===== src/rtl/wcsr_pkg.sv =====
package wcsr_pkg;

    // Bit positions of the two progress indicators on the read bus
    localparam int POLL_BIT   = 7;
    localparam int TOGGLE_BIT = 6;

    // Source selected for the next bus value
    typedef enum logic [1:0] {
        SRC_IDLE   = 2'd0,
        SRC_ARRAY  = 2'd1,
        SRC_STATUS = 2'd2
    } rd_src_e;

    // Decoded read strobe: level and first-cycle marker
    typedef struct packed {
        logic en;
        logic start;
    } strobe_t;

    function automatic logic read_cond(input logic ce_n, input logic oe_n, input logic we_n);
        return ~ce_n & ~oe_n & we_n;
    endfunction

endpackage


===== src/rtl/wcsr_strobe.sv =====
module wcsr_strobe
    import wcsr_pkg::*;
(
    input  logic    clk,
    input  logic    rst,
    input  logic    ce_n,
    input  logic    oe_n,
    input  logic    we_n,
    output strobe_t strb
);

    logic en_now;
    logic en_q;

    assign en_now = read_cond(ce_n, oe_n, we_n);

    always_ff @(posedge clk) begin
        if (rst) en_q <= 1'b0;
        else     en_q <= en_now;
    end

    // An access begins on the first cycle of an active strobe
    assign strb.en    = en_now;
    assign strb.start = en_now & ~en_q;

endmodule


===== src/rtl/wcsr_toggle.sv =====
module wcsr_toggle
    import wcsr_pkg::*;
(
    input  logic    clk,
    input  logic    rst,
    input  logic    busy,
    input  strobe_t strb,
    output logic    tgl_next
);

    logic tgl_q;

    // Advance only on a fresh access during a programming cycle
    assign tgl_next = (busy & strb.start) ? ~tgl_q : tgl_q;

    always_ff @(posedge clk) begin
        if (rst) tgl_q <= 1'b0;
        else     tgl_q <= tgl_next;
    end

endmodule


===== src/rtl/wcsr_mux.sv =====
module wcsr_mux
    import wcsr_pkg::*;
#(
    parameter int ADDR_W = 17,
    parameter int DATA_W = 8
) (
    input  strobe_t           strb,
    input  logic              busy,
    input  logic [ADDR_W-1:0] rd_addr,
    input  logic [DATA_W-1:0] arr_data,
    input  logic [ADDR_W-1:0] wr_last_addr,
    input  logic              wr_last_msb,
    input  logic              tgl,
    output rd_src_e           src,
    output logic [DATA_W-1:0] data_next
);

    logic              addr_hit;
    logic [DATA_W-1:0] status_word;

    assign addr_hit = (rd_addr == wr_last_addr);

    // Per-bit composition of the busy-time status word
    for (genvar i = 0; i < DATA_W; i++) begin : g_bit
        if (i == POLL_BIT) begin : g_poll
            assign status_word[i] = addr_hit ? ~wr_last_msb : arr_data[i];
        end else if (i == TOGGLE_BIT) begin : g_tgl
            assign status_word[i] = tgl;
        end else begin : g_pass
            assign status_word[i] = arr_data[i];
        end
    end

    always_comb begin
        if (!strb.en)  src = SRC_IDLE;
        else if (busy) src = SRC_STATUS;
        else           src = SRC_ARRAY;
    end

    always_comb begin
        unique case (src)
            SRC_ARRAY:  data_next = arr_data;
            SRC_STATUS: data_next = status_word;
            default:    data_next = '0;
        endcase
    end

endmodule


===== src/rtl/wr_status_reporter.sv =====
module wr_status_reporter
    import wcsr_pkg::*;
#(
    parameter int ADDR_W = 17,
    parameter int DATA_W = 8
) (
    input  logic              clk,
    input  logic              rst,
    input  logic              ce_n,
    input  logic              oe_n,
    input  logic              we_n,
    input  logic [ADDR_W-1:0] rd_addr,
    input  logic [DATA_W-1:0] arr_data,
    input  logic              busy,
    input  logic [ADDR_W-1:0] wr_last_addr,
    input  logic              wr_last_msb,
    output logic [DATA_W-1:0] rd_data,
    output logic              rd_oe
);

    strobe_t           strb;
    logic              tgl_next;
    rd_src_e           src;
    logic [DATA_W-1:0] data_next;

    wcsr_strobe u_strobe (
        .clk  (clk),
        .rst  (rst),
        .ce_n (ce_n),
        .oe_n (oe_n),
        .we_n (we_n),
        .strb (strb)
    );

    wcsr_toggle u_toggle (
        .clk      (clk),
        .rst      (rst),
        .busy     (busy),
        .strb     (strb),
        .tgl_next (tgl_next)
    );

    wcsr_mux #(
        .ADDR_W (ADDR_W),
        .DATA_W (DATA_W)
    ) u_mux (
        .strb         (strb),
        .busy         (busy),
        .rd_addr      (rd_addr),
        .arr_data     (arr_data),
        .wr_last_addr (wr_last_addr),
        .wr_last_msb  (wr_last_msb),
        .tgl          (tgl_next),
        .src          (src),
        .data_next    (data_next)
    );

    always_ff @(posedge clk) begin
        if (rst) begin
            rd_oe   <= 1'b0;
            rd_data <= '0;
        end else begin
            rd_oe   <= (src != SRC_IDLE);
            rd_data <= data_next;
        end
    end

endmodule


===== config.mk =====
export PLATFORM = sky130hd
export DESIGN_NAME = wr_status_reporter
export DESIGN_NICKNAME = d
export VERILOG_FILES = /design/src/rtl/wcsr_pkg.sv /design/src/rtl/wcsr_strobe.sv /design/src/rtl/wcsr_toggle.sv /design/src/rtl/wcsr_mux.sv /design/src/rtl/wr_status_reporter.sv
export SDC_FILE = /design/constraint.sdc
export NUM_CORES = 1
export LEC_CHECK = 0
export BUFFER_PORTS_ARGS = -buffer_cell sky130_fd_sc_hd__buf_4
export CORE_AREA = 2 2 46 48
export DETAILED_ROUTE_END_ITERATION = 8
export DIE_AREA = 0 0 48 50
export PLACE_DENSITY = 0.81
export SLEW_MARGIN = 40
export SYNTH_ARGS = -nofsm -noshare
export SYNTH_HDL_FRONTEND = slang
export SYNTH_SLANG_ARGS = --single-unit

===== constraint.sdc =====
create_clock -name clk -period 1.38 [get_ports clk]
set_input_delay 0.207 -clock clk [delete_from_list [all_inputs] [get_ports clk]]
set_output_delay 0.207 -clock clk [all_outputs]
set_load 0.01 [all_outputs]

**Word level (Yosys, flattened, before mapping)**

Cells that the tools add are included.
Widths: inputs -> output; s select.

- Output and inout bits: 9
- Memories: 0
- ROM bits: 0
- Input bits: 49
- Bits in writable memories: 0
- Register bits: 11
- Latch bits: 0

- Add/subtract/negate cells: 0
- Shift operators: 0
- Multiply operators: 0
- Mux-type cells: 5
- Bitwise operators: 9
- Reductions and logical operators: 1
- Eq/ne operators: 3
- Divide/modulo/power cells: 0
- Magnitude comparators: 0

Operators with widths:

| cell | count |
|---|---|
| $eq 17x17->1 | 1 |
| $pmux 8 s2 | 1 |
| $not 1->1 | 5 |
| $and 1x1->1 | 4 |
| $mux 2 | 2 |
| $eq 2x1->1 const B | 1 |
| $eq 2x2->1 const B | 1 |
| $mux 1 | 2 |
| $reduce_bool 2->1 | 1 |

**Depth between registers and ports, before layout**

Gate-level depths: netlist of run 1.

- Depth after elaboration: 7
- Gate-level depth with buffers: 6
- Depth with buffers taken out: 5

**Cells and area by module**

A second synthesis of run 1 with hierarchy kept.

- Cell total of the unflattened synthesis: 65
- Area total of the unflattened synthesis: 645.6 um^2

Modules (own cells, without submodules):

| module | area each (um^2) | cells an instance | instances |
|---|---|---|---|
| wcsr_mux | 275.3 | 36 | 1 |
| wr_status_reporter | 260.2 | 18 | 1 |
| wcsr_toggle | 57.6 | 6 | 1 |
| wcsr_strobe | 52.6 | 5 | 1 |

**Worst setup path before layout of run 1**

OpenSTA, ideal clock, no wires.

- Path type: in2reg
- Start: input port oe_n
- End: register rd_data[6]
- Arrival time: 1,330 ps
- Path slack: -14 ps
- Stages on the path: 6
- Required time: 1,316 ps
- Cells stage by stage: or3b_1 clkbuf_2 or3_1 a21oi_2 a21oi_1 nor2_1

- Word-level cells in the longest chain between the ends: 7
- Elaborated cells on any way between the ends: 10
- Those cells by class: eq/ne: 2; mux: 3; bitwise: 5

RTL lines:

| element | RTL line | RTL |
|---|---|---|
| start, declared | wr_status_reporter.sv:10 | `input logic oe_n,` |
| $not 1->1 * | wcsr_pkg.sv:21 | `return ~ce_n & ~oe_n & we_n;` |
| $and 1x1->1 * (2 in series) | wcsr_pkg.sv:21 |  |
| $and 1x1->1 | wcsr_strobe.sv:24 | `assign strb.start = en_now & ~en_q;` |
| $and 1x1->1 | wcsr_toggle.sv:14 | `assign tgl_next = (busy & strb.start) ? ~tgl_q : tgl_q;` |
| $mux 1 | wcsr_toggle.sv:14 |  |
| $pmux 8 s2 * | wcsr_mux.sv:41 | `unique case (src)` |
| end signal, assigned | wr_status_reporter.sv:64 | `rd_data <= data_next;` |
| end, declared | wr_status_reporter.sv:17 | `output logic [DATA_W-1:0] rd_data,` |

Mark *: on every way between the ends. The rest lies on a longest branch, timed or not.
A chain may end at the register's enable or synchronous reset.

**Final worst setup path of run 1**

Ends and elaborated chain as after synthesis.

==> metrics.yaml, run 1 <==
run_status:
  outcome: "completed"
critical_path:
  r2r_start: "u_strobe.en_q"
  cp_max_fo: 3
  start_kind: "input port"
  worst-path-buf-inv: 1
  cpMaxStageDelayCell: "or3b_1"
  r2r_slack_ps: 260
  cpLargestDelayFamily: "simple AND/OR/NAND/NOR gates"
  r2r_cells: 5
  crit_chain: "buf_4 -> or3b_1 -> or3_1 -> a21oi_2 -> a21oi_1 -> nor2_1"
  crit_required_ps: 1570
  r2r_end: "rd_data[6]"
  crit_path_end_kind: "flip-flop"
  cp_slowest_stage_delay_ps: 390
  path_class: "input port to flip-flop"
  arrival_ps: 1380
  cp-startpoint: "oe_n"
synth:
  synth_edf_count: 0
  yosysMostFrequentCell: "xnor2_1"
  syn-cell-area_sq_um: 524
  synth_common_cells: "xnor2_1, dfxtp_1, and2_1"
  async_flop_share_pct: 0
  synth_seq_cells: 11
  netlist_instances: 54
  yosysUniqueCellTypes: 17
  synthFlopType: "dfxtp_1"
  avgSynthCellArea_sq_um: 9.71
  synth_top_area_cell: "dfxtp_1"
  yosys_warnings: 0
  yosysSeqAreaShare_pct: 42.0
  syn_nets: 103
  synth.area.top_cells: "dfxtp_1, xnor2_1, and2_1, xor2_1, nand4_1"
  synth_top_area_share_pct: 42.0
power:
  p_clk_share_pct: 28.4
  power.switching_uw: 147
  seq_power_share_pct: 45.6
  intPower_uw: 566
  leakage_uw: 0.000487
  p_per_area_mw_per_mm2: 698
  power_frac_comb_pct: 26.0
  total_power_uw: 713
  vdd_drop_max_mv: 0.274
  p_sw_share_pct: 20.6
final_layout:
  area_growth_syn_to_layout_pct: 95.0
  multi_input_area_sq_um: 299
  antenna_cells: 0
  drive_above_1_share_pct: 54.3
  nets: 166
  register_area_sq_um: 220
  fillers: 179
  final_cells: 143
global_routing:
  first_global_vias: 600
  grt_max_degree: 8
  grt_pass1_wl_mm: 2.13
  antenna_found_initial: 0
  globalRouteOverflowTotal: 0
  grt_use_total_pct: 11.9
clock_network:
  ctsResizeCount: 0
  clk_path_buf_depth: 2
  clkLatencyLatePin_ps: 250
  cts_buffers: 3
  hold_buffers: 0
  clkSlewWorstSetupHoldPaths_ps: 60
  cts_tree: "done"
  clock_sinks: 11
  cts_setup_buffers: 0
  cts-root-buf: "clkbuf_4"
  htree_levels: 1
sta:
  finalSetupViolations: 0
  slew_headroom_pct: 82.4
  hold_slack_ps: 144
  min_period_over_period_pct: 85.8
  layout_min_cycle_time_ps: 1180
  max_freq_mhz: 844
  rsz0062_at_grt: "false"
  worstMarginPinSlew_ps: 261
  timing_max_transition_violations_final: 0
  finalHoldViolCount: 0
  skew_ps: 0.294
route:
  first_iter_violations: 1
  viasPerCell: 4.14
  wl_per_cell_um: 9.24
  ant_nets: 0
  drcViolationCount: 0
  via_count: 592
  drtPass1Iterations: 2
  routed_wl_mm: 1.32
floorplan:
  start_util_pct: 27.6
  rows: 16
  chipHeight_um: 50
  ios: 58
  core_sq_mm: 0.00190
  die-area_sq_mm: 0.00240
  die_w_um: 48
placement:
  hpwl_mm: 1.25
  gp_congestion: 0.694
  dp_cells: 139
  io_buffers: 57
min_path:
  hold_start: "rst"
  holdPathEnd: "u_strobe.en_q"
  hp-class: "input port to flip-flop"
  hold_depth: 2
job:
  maxCapViolCount: 0
==> how the worst max path moves through the flow <==
stage | to | slack [ps] | depth (start not counted)
6_report | rd_data[6] | 200 | 6
5_1_grt | rd_data[7] | 130 | 6
2_1_floorplan | rd_data[6] | 5 | 6
4_1_cts | rd_data[6] | 190 | 6
3_5_place_dp | rd_data[6] | -100 | 6
3_3_place_gp | rd_data[6] | -30 | 6
==> power groups by stage <==
| stage | sequential [uW] | combinational, uW | clock (uW) |
|---|---|---|---|
| 6_report | 325 | 185 | 203 |
| 5_1_grt | 326 | 203 | 236 |
| 4_1_cts | 325 | 188 | 215 |
| 3_5_place_dp | 332 | 188 | 0 |
| 3_3_place_gp | 333 | 183 | 0 |
| 2_1_floorplan | 335 | 56.2 | 0 |
==> cell usage in the layout, fill, tap and decap left out <==
master | synthesis | routed
or3b_1 | 1 | 1
clkbuf_4 | 0 | 3
nor4_1 | 2 | 2
a21oi_1 | 2 | 2
or3_1 | 1 | 1
clkbuf_1 | 0 | 1
buf_4 | 0 | 59
a21oi_2 | 1 | 1
xnor2_1 | 13 | 13
nor3_1 | 1 | 1
dfxtp_1 | 11 | 11
xor2_1 | 4 | 4
and2_1 | 6 | 6
o21ai_0 | 1 | 1
and3_1 | 2 | 2
nand4_1 | 3 | 3
nand2b_1 | 1 | 1
nor2_1 | 3 | 3
nor3b_1 | 1 | 1
==> state kept, by name (all words and copies together), names as in the netlist <==
register	cells
rd_data	8
rd_oe	1
u_strobe.en_q	1
u_toggle.tgl_q	1
==> metrics by stage <==
step,area (sq um),TNS (ps),setup slack [ps],util [%]
after floorplan,524,0,5.07,-
after global placement,996,-33.7,-33.7,52.4
after detailed placement,996,-96.6,-96.6,52.4
after CTS,1020,0,186,53.8
after global routing,1020,0,128,53.8
final,1020,0,196,53.8
==> cell type report <==
cell class / instances / share of cell area (%)
clock buffers: 4 / 2.57
multi-input cells: 42 / 29.3
flip-flops and latches: 11 / 21.5
well taps: 27 / 3.30
repair buffers: 59 / 43.3
==> layer usage <==
layer,vias up,global-route usage (%),routed length [um]
met5,-,0,0
met4,0,4.05,0
met3,0,2.93,243
met2,53,20.4,599
met1,234,13.7,479
li1,305,-,-
==> cell families after synthesis <==
family | share of synthesized area [%]
buf+inv | 0.954
simple gates | 24.1
compound gates | 4.53
xor+xnor | 28.4
flops | 42.0
Power figures use the tool's default switching activity.
==> inputs of run 2 (changes only) <==
- BUFFER_PORTS_ARGS: -buffer_cell sky130_fd_sc_hd__buf_4 -> default
- CORE_AREA: 2 2 46 48 -> 2 2 39 41
- DIE_AREA: 0 0 48 50 -> 0 0 41 43
- DONT_BUFFER_PORTS: default -> 1
- PLACE_DENSITY: 0.81 -> 0.67
==> run 2 against run 1 <==
  * Non-clock buffer count down 56
  * Die area down 27%
  * Sequential cell count unchanged
  * Wire length down 22%
==> metrics.yaml, run 2 (synthesis gave the netlist of run 1 again) <==
route:
  wl_per_cell_um: 13.5
  routed_wl_mm: 1.03
  viasPerCell: 5.37
  drcViolationCount: 0
  drtPass1Iterations: 4
  met2_length_um: 519
  via_count: 408
  maxUsedRoutingLayer: "met3"
  ant_nets: 0
  first_iter_violations: 11
  wl_met1_um: 318
  dr_wl_met3_um: 190
sta:
  timing_max_transition_violations_final: 0
  min_period_over_period_pct: 81.9
  rsz0062_at_grt: "false"
  finalSetupTns_ps: 0
  worstMarginPinSlew_ps: 298
  finalHoldViolCount: 0
  layout_min_cycle_time_ps: 1130
  finalSetupViolations: 0
  skew_ps: 0.171
  slew_headroom_pct: 80.0
  max_freq_mhz: 885
power:
  p_per_area_mw_per_mm2: 1010
  vdd_drop_max_mv: 0.288
  leakage_uw: 0.000212
critical_path:
  crit_path_end_kind: "flip-flop"
  arrival_ps: 1330
  cp_max_fo: 2
  crit_chain: "nand2b_1 -> or3_1 -> a21oi_2 -> a21oi_1 -> nor2_1"
  crit_required_ps: 1580
  start_kind: "flip-flop"
  cpMaxStageDelayCell: "or3_1"
  path_class: "flip-flop to flip-flop"
  cp_slowest_stage_delay_ps: 320
final_layout:
  layout_common_cells: "xnor2_1, dfxtp_1, and2_1"
  fillers: 141
  area_growth_syn_to_layout_pct: 12.6
  antenna_cells: 0
  fin_util_pct: 42.7
  top_register: "rd_data"
  drive_above_1_share_pct: 10.0
  largest_reg_flops: 8
  layout_commonest_cell: "xnor2_1"
  nets: 110
clock_network:
  cts-root-buf: "clkbuf_4"
  clkSlewWorstSetupHoldPaths_ps: 70
  clock_sinks: 11
  cts_buffers: 3
  ctsResizeCount: 0
  clkLatencyLatePin_ps: 260
  htree_levels: 1
  cts_tree: "done"
  clk_path_buf_depth: 2
floorplan:
  ios: 58
  start_util_pct: 37.9
  chipHeight_um: 43
  die_w_um: 41
  rows: 14
  die-area_sq_mm: 0.00176
  core_sq_mm: 0.00138
global_routing:
  first_global_vias: 367
  grt_use_total_pct: 12.1
  grt_pass1_wl_mm: 1.42
  antenna_found_initial: 0
  grt_max_degree: 8
  globalRouteOverflowTotal: 0
placement:
  io_buffers: 0
  gp_congestion: 0.720
  hpwl_um: 895
job:
  maxCapViolCount: 0
min_path:
  hp-class: "input port to flip-flop"
run_status:
  outcome: "completed"
[run 2: what timing repair did]
action,4_1_cts,5_1_grt
hold buffers,0,1
setup buffers,0,0
endpoints found under the hold margin,0,2
[run 2: worst paths after layout]
path	start	to	slack (ps)	depth (start not counted)
worst max-delay path	u_strobe.en_q	rd_data[6]	250	5
worst max register to register	u_strobe.en_q	rd_data[6]	250	5
worst min-delay path	rst	rd_data[7]	30	1
worst min register to register	u_toggle.tgl_q	u_toggle.tgl_q	520	2
[run 2: through the flow]
| stage | total power (uW) | instances | setup slack (ps) | instance area, sq um | hold WS [ps] |
|---|---|---|---|---|---|
| after global placement | 397 | 71 | 72.7 | 554 | 278 |
| after floorplan | 391 | 54 | 5.07 | 524 | 275 |
| after global routing | 634 | 76 | 170 | 591 | 12.0 |
| final | 598 | 76 | 250 | 591 | 29.9 |
| after detailed placement | 399 | 71 | 32.4 | 554 | 280 |
| after CTS | 603 | 75 | 250 | 581 | 1.70 |
[run 2: power breakdown]
part	internal, uW	switching, uW	total [uW]
Sequential	324	4.38	328
Clock	111	92.4	204
Combinational	44.1	22.3	66.4
Total	479	119	598
[run 2: metal layers]
metal  GRT usage, %  vias to the layer above
met4           6.00                        0
li1               -                      194
met1           11.0                      175
met5              0                        -
met2           21.6                       39
met3           4.19                        0
[run 2: area by class of cell]
class	count	area, sq um	area share, %
Timing Repair Buffer	3	25.0	4.24
Sequential cell	11	220	37.3
Tap cell	16	20.0	3.39
Clock buffer	4	26.3	4.45
Multi-Input combinational cell	42	299	50.6
[run 2: critical path: cells and delay by family (launching register included)]
kind	cells	cell delay (ps)
DFF	1	300
and+or+nand+nor	3	560
AOI/OAI and AO/OA	2	210
==> inputs of run 3 (changes only) <==
- PLACE_DENSITY: 0.67 -> 0.65
- clock period: 1.38 -> 1.1 ns (I/O delays scaled with it)
==> run 3 against run 2 <==
  * The flow now finishes with violations (negative setup slack)
  * Utilization grew 1.9 points
  * Combinational power grew 34%
  * Sequential cell count is the same
  * Worst hold slack lost 4.9 ps
  * Count of clock-buffer cells in the layout is the same
  * First-iteration DRC count shrank 91%
==> metrics.yaml, run 3 (synthesis gave the netlist of run 1 again) <==
run_status:
  outcome: "finished with violations"
  violations: "negative setup slack"
final_layout:
  fin_util_pct: 44.6
  area_growth_syn_to_layout_pct: 17.7
  antenna_cells: 0
  drive_above_1_share_pct: 16.4
  multi_input_area_sq_um: 318
  register_area_sq_um: 220
  layout_commonest_cell: "xnor2_1"
  layout_common_cells: "xnor2_1, dfxtp_1, and2_1"
  top_register: "rd_data"
  fillers: 145
  final_cells: 77
  largest_reg_flops: 8
  nets: 111
floorplan:
  rows: 14
  ios: 58
  die_w_um: 41
  core_sq_mm: 0.00138
  chipHeight_um: 43
  die-area_sq_mm: 0.00176
  start_util_pct: 37.9
global_routing:
  globalRouteOverflowTotal: 0
  first_global_vias: 350
  grt_use_total_pct: 11.3
  antenna_found_initial: 0
  grt_max_degree: 8
  grt_pass1_wl_mm: 1.35
power:
  p_per_area_mw_per_mm2: 1220
  seq_power_share_pct: 54.6
  power.switching_uw: 148
  vdd_drop_max_mv: 0.477
  leakage_uw: 0.000221
  p_clk_share_pct: 33.6
  p_sw_share_pct: 19.7
  power_frac_comb_pct: 11.8
  intPower_uw: 606
clock_network:
  clk_path_buf_depth: 2
  clkLatencyLatePin_ps: 260
  cts_buffers: 3
  cts_setup_buffers: 0
  clkSlewWorstSetupHoldPaths_ps: 70
  clock_sinks: 11
  cts-root-buf: "clkbuf_4"
  htree_levels: 1
  cts_tree: "done"
sta:
  hold_slack_ps: 25.0
  worstMarginPinSlew_ps: 209
  finalHoldViolCount: 0
  rsz0062_at_grt: "true"
  max_freq_mhz: 870
  finalSetupViolations: 1
  skew_ps: 0.490
  finalSetupTns_ps: -49.5
  slew_headroom_pct: 85.9
  layout_min_cycle_time_ps: 1150
  timing_max_transition_violations_final: 0
  setup_ws_ps: -49.5
  min_period_over_period_pct: 104
route:
  via_count: 409
  viasPerCell: 5.31
  wl_per_cell_um: 11.8
  drcViolationCount: 0
  ant_nets: 0
  first_iter_violations: 1
  drtPass1Iterations: 2
  routed_wl_um: 905
critical_path:
  cpLargestDelayFamily: "simple AND/OR/NAND/NOR gates"
  arrival_ps: 1350
  crit_required_ps: 1300
  cp_slowest_stage_delay_ps: 360
  cpMaxStageDelayCell: "or3_4"
  crit_path_end_kind: "flip-flop"
  cp_max_fo: 2
  r2r_slack_ps: -50
  worst-path-buf-inv: 0
  start_kind: "flip-flop"
  path_class: "flip-flop to flip-flop"
  crit_chain: "nand2b_4 -> or3_4 -> a21oi_2 -> a21oi_1 -> nor2_1"
placement:
  placement.setup.worst_slack_ps: -217
  hpwl_um: 824
  dp_cells: 72
  io_buffers: 0
  gp_congestion: 0.631
min_path:
  hp-class: "input port to flip-flop"
job:
  maxCapViolCount: 0
run 3: changes by cell type in the layout (fill, tap and decap cells not counted), sizes merged:
cell  change
buf       +1
run 3: through the flow:
step / instance area (sq um) / total power [uW]
after CTS: 596 / 763
after detailed placement: 562 / 503
after global routing: 617 / 802
after global placement: 562 / 501
final: 617 / 754
after floorplan: 524 / 490
run 3: power groups by stage:
stage	registers (uW)	clock network, uW	logic (uW)
finish	412	253	89.1
global route	413	286	103
floorplan	420	0	70.5
detailed placement	421	0	82.0
CTS	412	267	84.5
global placement	421	0	80.2
run 3: timing repair:
item                       in CTS  in global routing
resized for setup               1                  2
hold endpoints to repair        3                  3
gates cloned                    0                  0
setup endpoints to repair       1                  2
run 3: path summary, 6_finish.rpt:
path,depth (start not counted),end,start
setup reg to reg,5,rd_data[6],u_strobe.en_q
hold / removal,1,rd_data[2],arr_data[2]
hold reg to reg,2,u_toggle.tgl_q,u_toggle.tgl_q
setup / recovery,5,rd_data[6],u_strobe.en_q
run 3: worst register-to-register path: cells and delay by family (launching register included):
family / cells / cell delay, ps
compound gates: 2 / 220
flops: 1 / 310
simple gates: 3 / 570
run 3: layout make-up:
class                      instances  share of cell area (%)
multi-input combinational         42                    51.5
sequential                        11                    35.7
timing repair buffer               4                    5.27
clock buffer                       4                    4.26
tap                               16                    3.25
run 3: routing by layer:
| layer | up-vias | GRT usage (%) | part of all wire (%) |
|---|---|---|---|
| li1 | 196 | - | - |
| met1 | 175 | 12.3 | 35 |
| met2 | 38 | 18.4 | 49 |
| met3 | 0 | 3.14 | 15 |
| met4 | 0 | 6.00 | 0 |
| met5 | - | 0 | 0 |
